`config.mk`:
```
export PLATFORM = sky130hd
export DESIGN_NAME = uart_tx_engine
export DESIGN_NICKNAME = d
export VERILOG_FILES = /design/src/rtl/uart_tx_engine_pkg.sv /design/src/rtl/uart_tx_hold_reg.sv /design/src/rtl/uart_tx_frame_prep.sv /design/src/rtl/uart_tx_shift_seq.sv /design/src/rtl/uart_tx_engine.sv
export SDC_FILE = /design/constraint.sdc
export NUM_CORES = 1
export LEC_CHECK = 0
export ABC_AREA = 1
export ABC_CLOCK_PERIOD_IN_PS = 2500
export BUFFER_PORTS_ARGS = -buffer_cell sky130_fd_sc_hd__buf_4
export CAP_MARGIN = 25
export CORE_ASPECT_RATIO = 0.9
export CORE_MARGIN = 1
export CORE_UTILIZATION = 30
export DETAILED_ROUTE_END_ITERATION = 6
export HOLD_SLACK_MARGIN = 0.1
export SLEW_MARGIN = 20
export SYNTH_ARGS = -nofsm -noshare
export SYNTH_HDL_FRONTEND = slang
export SYNTH_SLANG_ARGS = --single-unit
```
`constraint.sdc`:
```
create_clock -name clk -period 2.5 [get_ports clk]
set_input_delay 0.375 -clock clk [delete_from_list [all_inputs] [get_ports clk]]
set_output_delay 0.375 -clock clk [all_outputs]
set_load 0.01 [all_outputs]
```
`src/rtl/uart_tx_engine_pkg.sv`:
```
package uart_tx_engine_pkg;

    typedef enum logic [2:0] {
        ST_IDLE,
        ST_START,
        ST_DATA,
        ST_PAR,
        ST_STOP
    } tx_state_e;

    // Field order fixes the bit positions of the control word
    typedef struct packed {
        logic       irq_on_done;
        logic       cts_gate;
        logic       pol_inv;
        logic       data_inv;
        logic       msb_first;
        logic       two_stop;
        logic [1:0] par_mode;
        logic [1:0] len_sel;
        logic       tx_en;
    } tx_cfg_t;

    localparam int CFG_W = $bits(tx_cfg_t);

    function automatic logic [3:0] char_len(input logic [1:0] sel);
        case (sel)
            2'b00:   return 4'd7;
            2'b10:   return 4'd9;
            default: return 4'd8;
        endcase
    endfunction

endpackage

```
`src/rtl/uart_tx_hold_reg.sv`:
```
module uart_tx_hold_reg
    import uart_tx_engine_pkg::*;
#(
    parameter int DATA_W = 9,
    parameter int WR_W   = 11
) (
    input  logic              clk,
    input  logic              rst_n,
    input  logic              wr_valid,
    input  logic              wr_sel,
    input  logic [WR_W-1:0]   wr_data,
    input  logic              take,
    output tx_cfg_t           cfg,
    output logic [DATA_W-1:0] hold,
    output logic              empty
);

    typedef struct packed {
        tx_cfg_t           cfg;
        logic [DATA_W-1:0] data;
        logic              empty;
    } hold_s;

    localparam hold_s RST = '{cfg: '0, data: '0, empty: 1'b1};

    hold_s q, d;

    always_comb begin
        d = q;
        if (take) d.empty = 1'b1;
        if (wr_valid) begin
            if (wr_sel) begin
                d.cfg = tx_cfg_t'(wr_data[CFG_W-1:0]);
            end else begin
                d.data  = wr_data[DATA_W-1:0];
                d.empty = 1'b0;   // a write in the transfer cycle wins
            end
        end
    end

    always_ff @(posedge clk or negedge rst_n) begin
        if (!rst_n) q <= RST;
        else        q <= d;
    end

    assign cfg   = q.cfg;
    assign hold  = q.data;
    assign empty = q.empty;

endmodule

```
`src/rtl/uart_tx_frame_prep.sv`:
```
module uart_tx_frame_prep #(
    parameter int DATA_W = 9
) (
    input  logic [DATA_W-1:0] data,
    input  logic [3:0]        len,
    input  logic              msb_first,
    input  logic              data_inv,
    input  logic              par_odd,
    output logic [DATA_W-1:0] bits,
    output logic              par_bit
);

    localparam int IW = (DATA_W > 1) ? $clog2(DATA_W) : 1;

    // bits[k] is the k-th data bit to appear on the line
    always_comb begin
        bits = '0;
        for (int i = 0; i < DATA_W; i++) begin
            logic [IW-1:0] idx;
            idx = msb_first ? IW'(int'(len) - 1 - i) : IW'(i);
            if (i < int'(len)) bits[i] = data[idx] ^ data_inv;
        end
        par_bit = (^bits) ^ par_odd;
    end

endmodule

```
`src/rtl/uart_tx_shift_seq.sv`:
```
module uart_tx_shift_seq
    import uart_tx_engine_pkg::*;
#(
    parameter int DATA_W = 9,
    parameter int OVS    = 16
) (
    input  logic              clk,
    input  logic              rst_n,
    input  logic              tick,
    input  logic              tx_en,
    input  logic              cts_gate,
    input  logic              cts_n,
    input  logic              irq_on_done,
    input  logic              par_en,
    input  logic              two_stop,
    input  logic [3:0]        len,
    input  logic              empty,
    input  logic [DATA_W-1:0] frame_bits,
    input  logic              par_bit,
    output logic              take,
    output logic              busy,
    output logic              line,
    output logic              irq
);

    localparam int TW = (OVS > 1) ? $clog2(OVS) : 1;
    localparam int BW = $clog2(DATA_W + 1);

    typedef struct packed {
        tx_state_e         st;
        logic [TW-1:0]     tcnt;
        logic [BW-1:0]     bcnt;
        logic [BW-1:0]     nlen;
        logic              pen;
        logic              two;
        logic              sidx;
        logic [DATA_W-1:0] sh;
        logic              par;
        logic              line;
        logic              irq;
    } seq_s;

    seq_s q, d;
    logic can_go, bit_end, do_load;

    always_comb begin
        d       = q;
        d.irq   = 1'b0;
        take    = 1'b0;
        do_load = 1'b0;
        can_go  = tx_en && !empty && (!cts_gate || !cts_n);
        bit_end = tick && (q.tcnt == TW'(OVS - 1));

        if (q.st != ST_IDLE && tick) d.tcnt = bit_end ? '0 : q.tcnt + 1'b1;

        case (q.st)
            ST_IDLE: do_load = can_go;
            ST_START: if (bit_end) begin
                d.st   = ST_DATA;
                d.bcnt = '0;
            end
            ST_DATA: if (bit_end) begin
                d.sh = q.sh >> 1;
                if (q.bcnt == q.nlen - 1'b1) begin
                    d.st   = q.pen ? ST_PAR : ST_STOP;
                    d.sidx = 1'b0;
                end else begin
                    d.bcnt = q.bcnt + 1'b1;
                end
            end
            ST_PAR: if (bit_end) begin
                d.st   = ST_STOP;
                d.sidx = 1'b0;
            end
            ST_STOP: if (bit_end) begin
                if (q.two && !q.sidx) begin
                    d.sidx = 1'b1;
                end else begin
                    d.st    = ST_IDLE;
                    d.irq   = irq_on_done;
                    do_load = can_go;   // back-to-back frame
                end
            end
            default: d.st = ST_IDLE;
        endcase

        if (do_load) begin
            d.st   = ST_START;
            d.tcnt = '0;
            d.bcnt = '0;
            d.nlen = BW'(len);
            d.pen  = par_en;
            d.two  = two_stop;
            d.sh   = frame_bits;
            d.par  = par_bit;
            d.irq  = d.irq | !irq_on_done;
            take   = 1'b1;
        end

        case (d.st)
            ST_START: d.line = 1'b0;
            ST_DATA:  d.line = d.sh[0];
            ST_PAR:   d.line = d.par;
            default:  d.line = 1'b1;
        endcase
    end

    always_ff @(posedge clk or negedge rst_n) begin
        if (!rst_n) q <= '{st: ST_IDLE, line: 1'b1, default: '0};
        else        q <= d;
    end

    assign busy = (q.st != ST_IDLE);
    assign line = q.line;
    assign irq  = q.irq;

endmodule

```
`src/rtl/uart_tx_engine.sv`:
```
module uart_tx_engine
    import uart_tx_engine_pkg::*;
#(
    parameter  int DATA_W = 9,
    parameter  int OVS    = 16,
    localparam int WR_W   = (CFG_W > DATA_W) ? CFG_W : DATA_W
) (
    input  logic            clk,
    input  logic            rst_n,
    input  logic            wr_valid,
    input  logic            wr_sel,
    input  logic [WR_W-1:0] wr_data,
    input  logic            tick16,
    input  logic            cts_n,
    output logic            txd,
    output logic            irq,
    output logic            buf_empty
);

    tx_cfg_t           cfg;
    logic [DATA_W-1:0] hold;
    logic [DATA_W-1:0] frame_bits;
    logic [3:0]        len;
    logic              par_bit, take, busy, line;

    assign len = char_len(cfg.len_sel);

    uart_tx_hold_reg #(.DATA_W(DATA_W), .WR_W(WR_W)) u_hold (
        .clk      (clk),
        .rst_n    (rst_n),
        .wr_valid (wr_valid),
        .wr_sel   (wr_sel),
        .wr_data  (wr_data),
        .take     (take),
        .cfg      (cfg),
        .hold     (hold),
        .empty    (buf_empty)
    );

    uart_tx_frame_prep #(.DATA_W(DATA_W)) u_prep (
        .data      (hold),
        .len       (len),
        .msb_first (cfg.msb_first),
        .data_inv  (cfg.data_inv),
        .par_odd   (cfg.par_mode[0]),
        .bits      (frame_bits),
        .par_bit   (par_bit)
    );

    uart_tx_shift_seq #(.DATA_W(DATA_W), .OVS(OVS)) u_seq (
        .clk         (clk),
        .rst_n       (rst_n),
        .tick        (tick16),
        .tx_en       (cfg.tx_en),
        .cts_gate    (cfg.cts_gate),
        .cts_n       (cts_n),
        .irq_on_done (cfg.irq_on_done),
        .par_en      (cfg.par_mode[1]),
        .two_stop    (cfg.two_stop),
        .len         (len),
        .empty       (buf_empty),
        .frame_bits  (frame_bits),
        .par_bit     (par_bit),
        .take        (take),
        .busy        (busy),
        .line        (line),
        .irq         (irq)
    );

    assign txd = line ^ cfg.pol_inv;

endmodule

```
# Yosys cells after proc, flatten, opt, wreduce, memory -nomap -nowiden
# Cells that the tools add are included.
# classes
add_sub_neg,12
order_cmp,18
eq_ne,18
mux,72
n_bitwise,13
n_reduce_logical,25
# ops
op,count
$mux 4,14
$lt 4x5->1 const B,9
$bmux 1 s4,9
$mux 1,32
$mux 3,7
$mux 10,2
$sub 4x4->4 const B,5
$mux 17,1
$lt 3x4->1 const A,4
$pmux 4 s2,2
$pmux 3 s5,1
$eq 3x2->1 const B,4
$xor 1x1->1,11
$ne 2x1->1 const B,5
$mux 9,1
$reduce_bool 3->1,3
$reduce_xor 9->1,1
$add 4x1->4 const B,2
$lt 1x4->1 const A,2
$lt 2x4->1 const A,2
$sub 4x1->4 const B,2
$sub 4x3->4 const B,2
$eq 3x1->1 const B,2
$ne 3x1->1 const B,2
other kinds (20),33
# word_totals
ff_bits,51
in_bits,17
output_inout_bits,3
wordCells,181

# Depth between registers and ports, before layout
# depth
word_depth,13
depth_mapped,18
ltp_nobuf,18

# Modules after synthesis
# A second synthesis with hierarchy kept.
# hier_totals
cells_unflattened,618
area_unflattened_um2,4162.7
# by_module_without_submodules
mod,instances,cells_per_inst,area_each_um2,seq_area_each_um2
uart_tx_shift_seq,1,203,1661.6,752.0
uart_tx_frame_prep,1,316,1620.3,0.0
uart_tx_hold_reg,1,91,848.3,526.8
uart_tx_engine,1,8,32.5,0.0

# Worst setup path after synthesis
# OpenSTA, ideal clock, no wires.
# synth_timing
kind,register to register
start,reg u_seq.q[23] in the netlist's numbering
end,reg u_seq.q[20] in the netlist's numbering
setup_time_ps,143
arrival_ps,1724
required_time_ps,2357
setup_slack_ps,633
stages_incl_launch_ff,11
n_path_buf,1
synth_period_minus_slack_ps,1867
cell_sequence,dfrtp_1 > ha_1 > nand2_1 > inv_1 > nand3_2 > inv_1 > nand2_1 > a21oi_1 > buf_2 > o311ai_2 > o21ai_0
# synth_between
elab_chain_len,6
word_cells_on_any_way,10
classes_between,eq/ne: 4; mux: 3; reduce/logical: 3
# synth_rtl
element,line,source
start: declaration,uart_tx_shift_seq.sv:43,"seq_s q, d;"
start signal: assignment,uart_tx_shift_seq.sv:109,"if (!rst_n) q <= '{st: ST_IDLE, line: 1'b1, default: '0};"
start signal: assignment,uart_tx_shift_seq.sv:110,else q <= d;
$eq 4x4->1 (*),uart_tx_shift_seq.sv:52,bit_end = tick && (q.tcnt == TW'(OVS - 1));
$logic_and 1x1->1 (*),uart_tx_shift_seq.sv:52,
$mux 1,uart_tx_shift_seq.sv:75,ST_STOP: if (bit_end) begin
$pmux 1 s2,uart_tx_shift_seq.sv:56,case (q.st)
$ne 3x1->1 (no source line) (tied with other cells),-,
$reduce_and 4->1 (no source line),-,
# Mark *: on every way between the ends. The rest lies on a longest branch, timed or not.
# A chain may end at the register's enable or synchronous reset.

# Worst setup path in the final report
# layout_timing
start,reg u_seq.q[23] in the netlist's numbering
end,reg u_seq.q[5] in the netlist's numbering
# layout_between
elab_chain_len,6
word_cells_on_any_way,8
classes_between,eq/ne: 1; mux: 3; reduce/logical: 4
# layout_rtl
element,line
$eq 4x4->1 (*),uart_tx_shift_seq.sv:52
$logic_and 1x1->1 (*),uart_tx_shift_seq.sv:52
$mux 1,uart_tx_shift_seq.sv:75
$pmux 1 s2,uart_tx_shift_seq.sv:56
$reduce_bool 2->1 (no source line),-
$reduce_and 2->1 (no source line),-
# Marks and branches as above.

==> qor.csv <==
metric,value,unit
status,"complete, no violations",
Worst EP required,2.69,ns
Area contributors post-synth,"dfrtp_1 40%, nand2_1 17%, nand3_1 8.2%, inv_1 5.9%, o21ai_0 4.2%",
antenna cells,0,
Pre-antenna DRT Iters,4,
largest area contributor in the netlist,dfrtp_1,
worst-skew pair later-pin latency,0.31,ns
vias per cell,4.72,
antenna-violating nets left,0,
Die ar.,0.0103,mm2
R2R depth,10,
Multi-input gate area,0.00146,mm2
main flop type after synthesis,dfrtp_1,
Tmin final,2.24,ns
row count,34,
Register Area,0.00125,mm2
core footprint,0.00966,mm2
Post-Place Cells,544,
Post-CTS Hold Fix Bufs,0,
Fin Setup TNS,0,ns
crit-path max FO,8,
Peak VDD IR,0.000322,V
RSZ-0062 raised after global routing,false,
PD cells,816,mW/mm2
Die Wd,107,um
post-synthesis net count,424,
IO Count,20,
drc violations,0,
Synth Warn #,0,
share of the synthesized area in the top cell type,40.3,%
CTS sink cnt,50,
gr usage total,13.8,%
Initial Util,30.8,%
Crit. End Element,flop,
routed vias,2607,
vias in the first global route,2447,
final WL,6.45,mm
die height,96.5,um
layout cells sized above 1,13.4,%
Final Hold Fails,0,
Final Skew,0.00881,ns
hold crit path type,in -> async,
Reg2Reg Setup Slack,0.26,ns
sequential power share,43.9,%
Initial DRC Count,133,
pin count of the biggest net entering global routing,51,
Layout area overhead,13.0,%
Final Max Tran Viols,0,
dpl ws,0.277,ns
Comb pwr share,36.7,%
CP Launch Type,flop,
share of the yosys chip area belonging to registers,42.1,%
reg2reg end,u_seq.q[5],
RR Startpoint,u_seq.q[23],
asr flop ratio synth,100,%
Slew HR,57.9,%
Mapped Area,0.00298,mm2
Mapped Avg Cell Area,7.39,um2
Sw Pwr,1.05,mW
crit share post-route,89.7,%
worst setup margin,0.257,ns
filler instances,1033,
P_int,1.70,mW
Clk Tree Root Cell,clkbuf_8,
Mapped Cells,403,
CTS tree,yes,
CP arrival,2.44,ns
Final Net Count,446,
global-route wire length before repair,11.4,mm
Switching Share,38.1,%
H-tree levels,2,
count of state elements after synthesis,50,
Worst-path clk slew,0.10,ns
distinct cell type count after synthesis,36,
WS Path Type,reg -> reg,
CTS Buffer Depth,2,
final std cells w/o fill,552,
CTS resizes,0,
detailed placement HPWL,5.02,mm
initial antenna violation count,0,
Setup Viol. Count Final,0,
static leakage,1.71,nW
max_cap viols,0,
Overflow after GRT,0,
Peak Freq,446,MHz
Post-CTS Setup Inserts,0,
Post-synth EDFFs,0,
Clk pwr share,19.4,%
port bufs,19,
Worst Tran Pin Value,0.631,ns
TritonCTS buffer count,5,
GP Congestion,0.872,
WL/cell,11.7,um
==> routing by layer <==
metal  wire length [um]  up-vias  global-route usage (%)
met4                 61        0                    3.54
met1               3310     1203                    18.7
met2               2930       40                    23.1
met5                  0        -                       0
li1                   -     1357                       -
met3                150        7                    2.01
==> layout make-up <==
type                            count  area share (%)
Multi-Input combinational cell    290            43.2
Sequential cell                    50            37.2
Timing Repair Buffer               27            6.02
Inverter                           51            5.69
Tap cell                          126            4.68
Clock buffer                        7            2.86
Clock inverter                      1           0.260
==> Yosys cell counts (3+ instances only) <==
cell      number
o31ai_1        3
nor2_1        18
buf_2          5
nand3_1       49
o21ai_0       25
xnor2_1        6
ha_1           4
nand2_1      133
nand2_2        3
buf_6          3
xor2_1         4
nand3_2        3
a21oi_1       10
dfrtp_1       48
inv_2          4
nand4_1        3
o221ai_1       3
clkbuf_1       3
nor2_2         3
inv_1         47
o211ai_1       4
mux2_2         4
==> through the flow <==
stage          hold WS (ns)  instance area (um2)  utilization, %  total power [mW]
2_1_floorplan        0.0794                 2980               -              1.98
6_report             0.0847                 3370            34.9              2.75
3_3_place_gp          0.441                 3260            33.8              2.21
3_5_place_dp          0.445                 3260            33.8              2.24
4_1_cts               0.109                 3370            34.9              2.78
5_1_grt               0.137                 3370            34.9              2.99
==> worst max-delay path by stage <==
stage               slack, ns        start           to  cells after the start
floorplan                0.63  u_seq.q[23]  u_seq.q[20]                     10
global placement         0.39  u_seq.q[23]   u_seq.q[7]                     11
detailed placement       0.28  u_seq.q[23]   u_seq.q[7]                     11
CTS                      0.26  u_seq.q[23]   u_seq.q[7]                     11
global route             0.04  u_seq.q[23]  u_seq.q[24]                     12
finish                   0.26  u_seq.q[23]   u_seq.q[5]                     10
==> flip-flops by register name, summed over array words and instances (netlist names) <==
| register | flops |
|---|---|
| u_hold.cfg | 11 |
| u_hold.empty | 1 |
| u_hold.hold | 9 |
| u_seq.irq | 1 |
| u_seq.line | 1 |
| u_seq.q | 27 |
==> power groups by stage <==
stage | Sequential, mW | Clock, mW | Combinational [mW]
2_1_floorplan | 1.17 | 0 | 0.801
3_3_place_gp | 1.22 | 0 | 0.991
3_5_place_dp | 1.22 | 0 | 1.02
4_1_cts | 1.21 | 0.550 | 1.02
5_1_grt | 1.24 | 0.576 | 1.17
6_report | 1.21 | 0.532 | 1.01
==> critical path, cell delays in order, from the launching register on <==
cell     delay [ns]
dfrtp_1        0.40
ha_1           0.16
nand2_1        0.06
inv_1          0.07
nand3_2        0.14
inv_1          0.17
nand2_1        0.11
a21oi_1        0.36
buf_4          0.22
nor2_1         0.10
a221o_1        0.35
==> placed cells by master, fill, tap and decap left out, types with 3 or more instances in the layout <==
cell type,count
mux2_2,4
ha_1,4
nor2_1,18
xor2_1,4
nand2_1,133
o221ai_1,3
o21ai_0,25
nor2_2,3
nand4_1,3
buf_4,27
nand2_2,3
clkbuf_8,7
nand3_2,3
nand3_1,49
inv_2,4
a21oi_1,10
inv_1,47
dfrtp_1,48
o211ai_1,4
o31ai_1,3
xnor2_1,6
==> cells by family (layout without fill, tap and decap cells) <==
group | count (synthesis) | in the layout | synth area share [%]
adder cells (fa/ha/maj) | 4 | 4 | 1.68
buffers and inverters | 63 | 86 | 9.03
AND/OR/NAND/NOR | 216 | 216 | 31.1
XOR/XNOR | 10 | 10 | 2.94
AO/OA/AOI/OAI | 56 | 56 | 11.7
flip-flops | 50 | 50 | 42.1
multiplexers | 4 | 4 | 1.51
No activity file was read; power rests on OpenSTA's default activity.
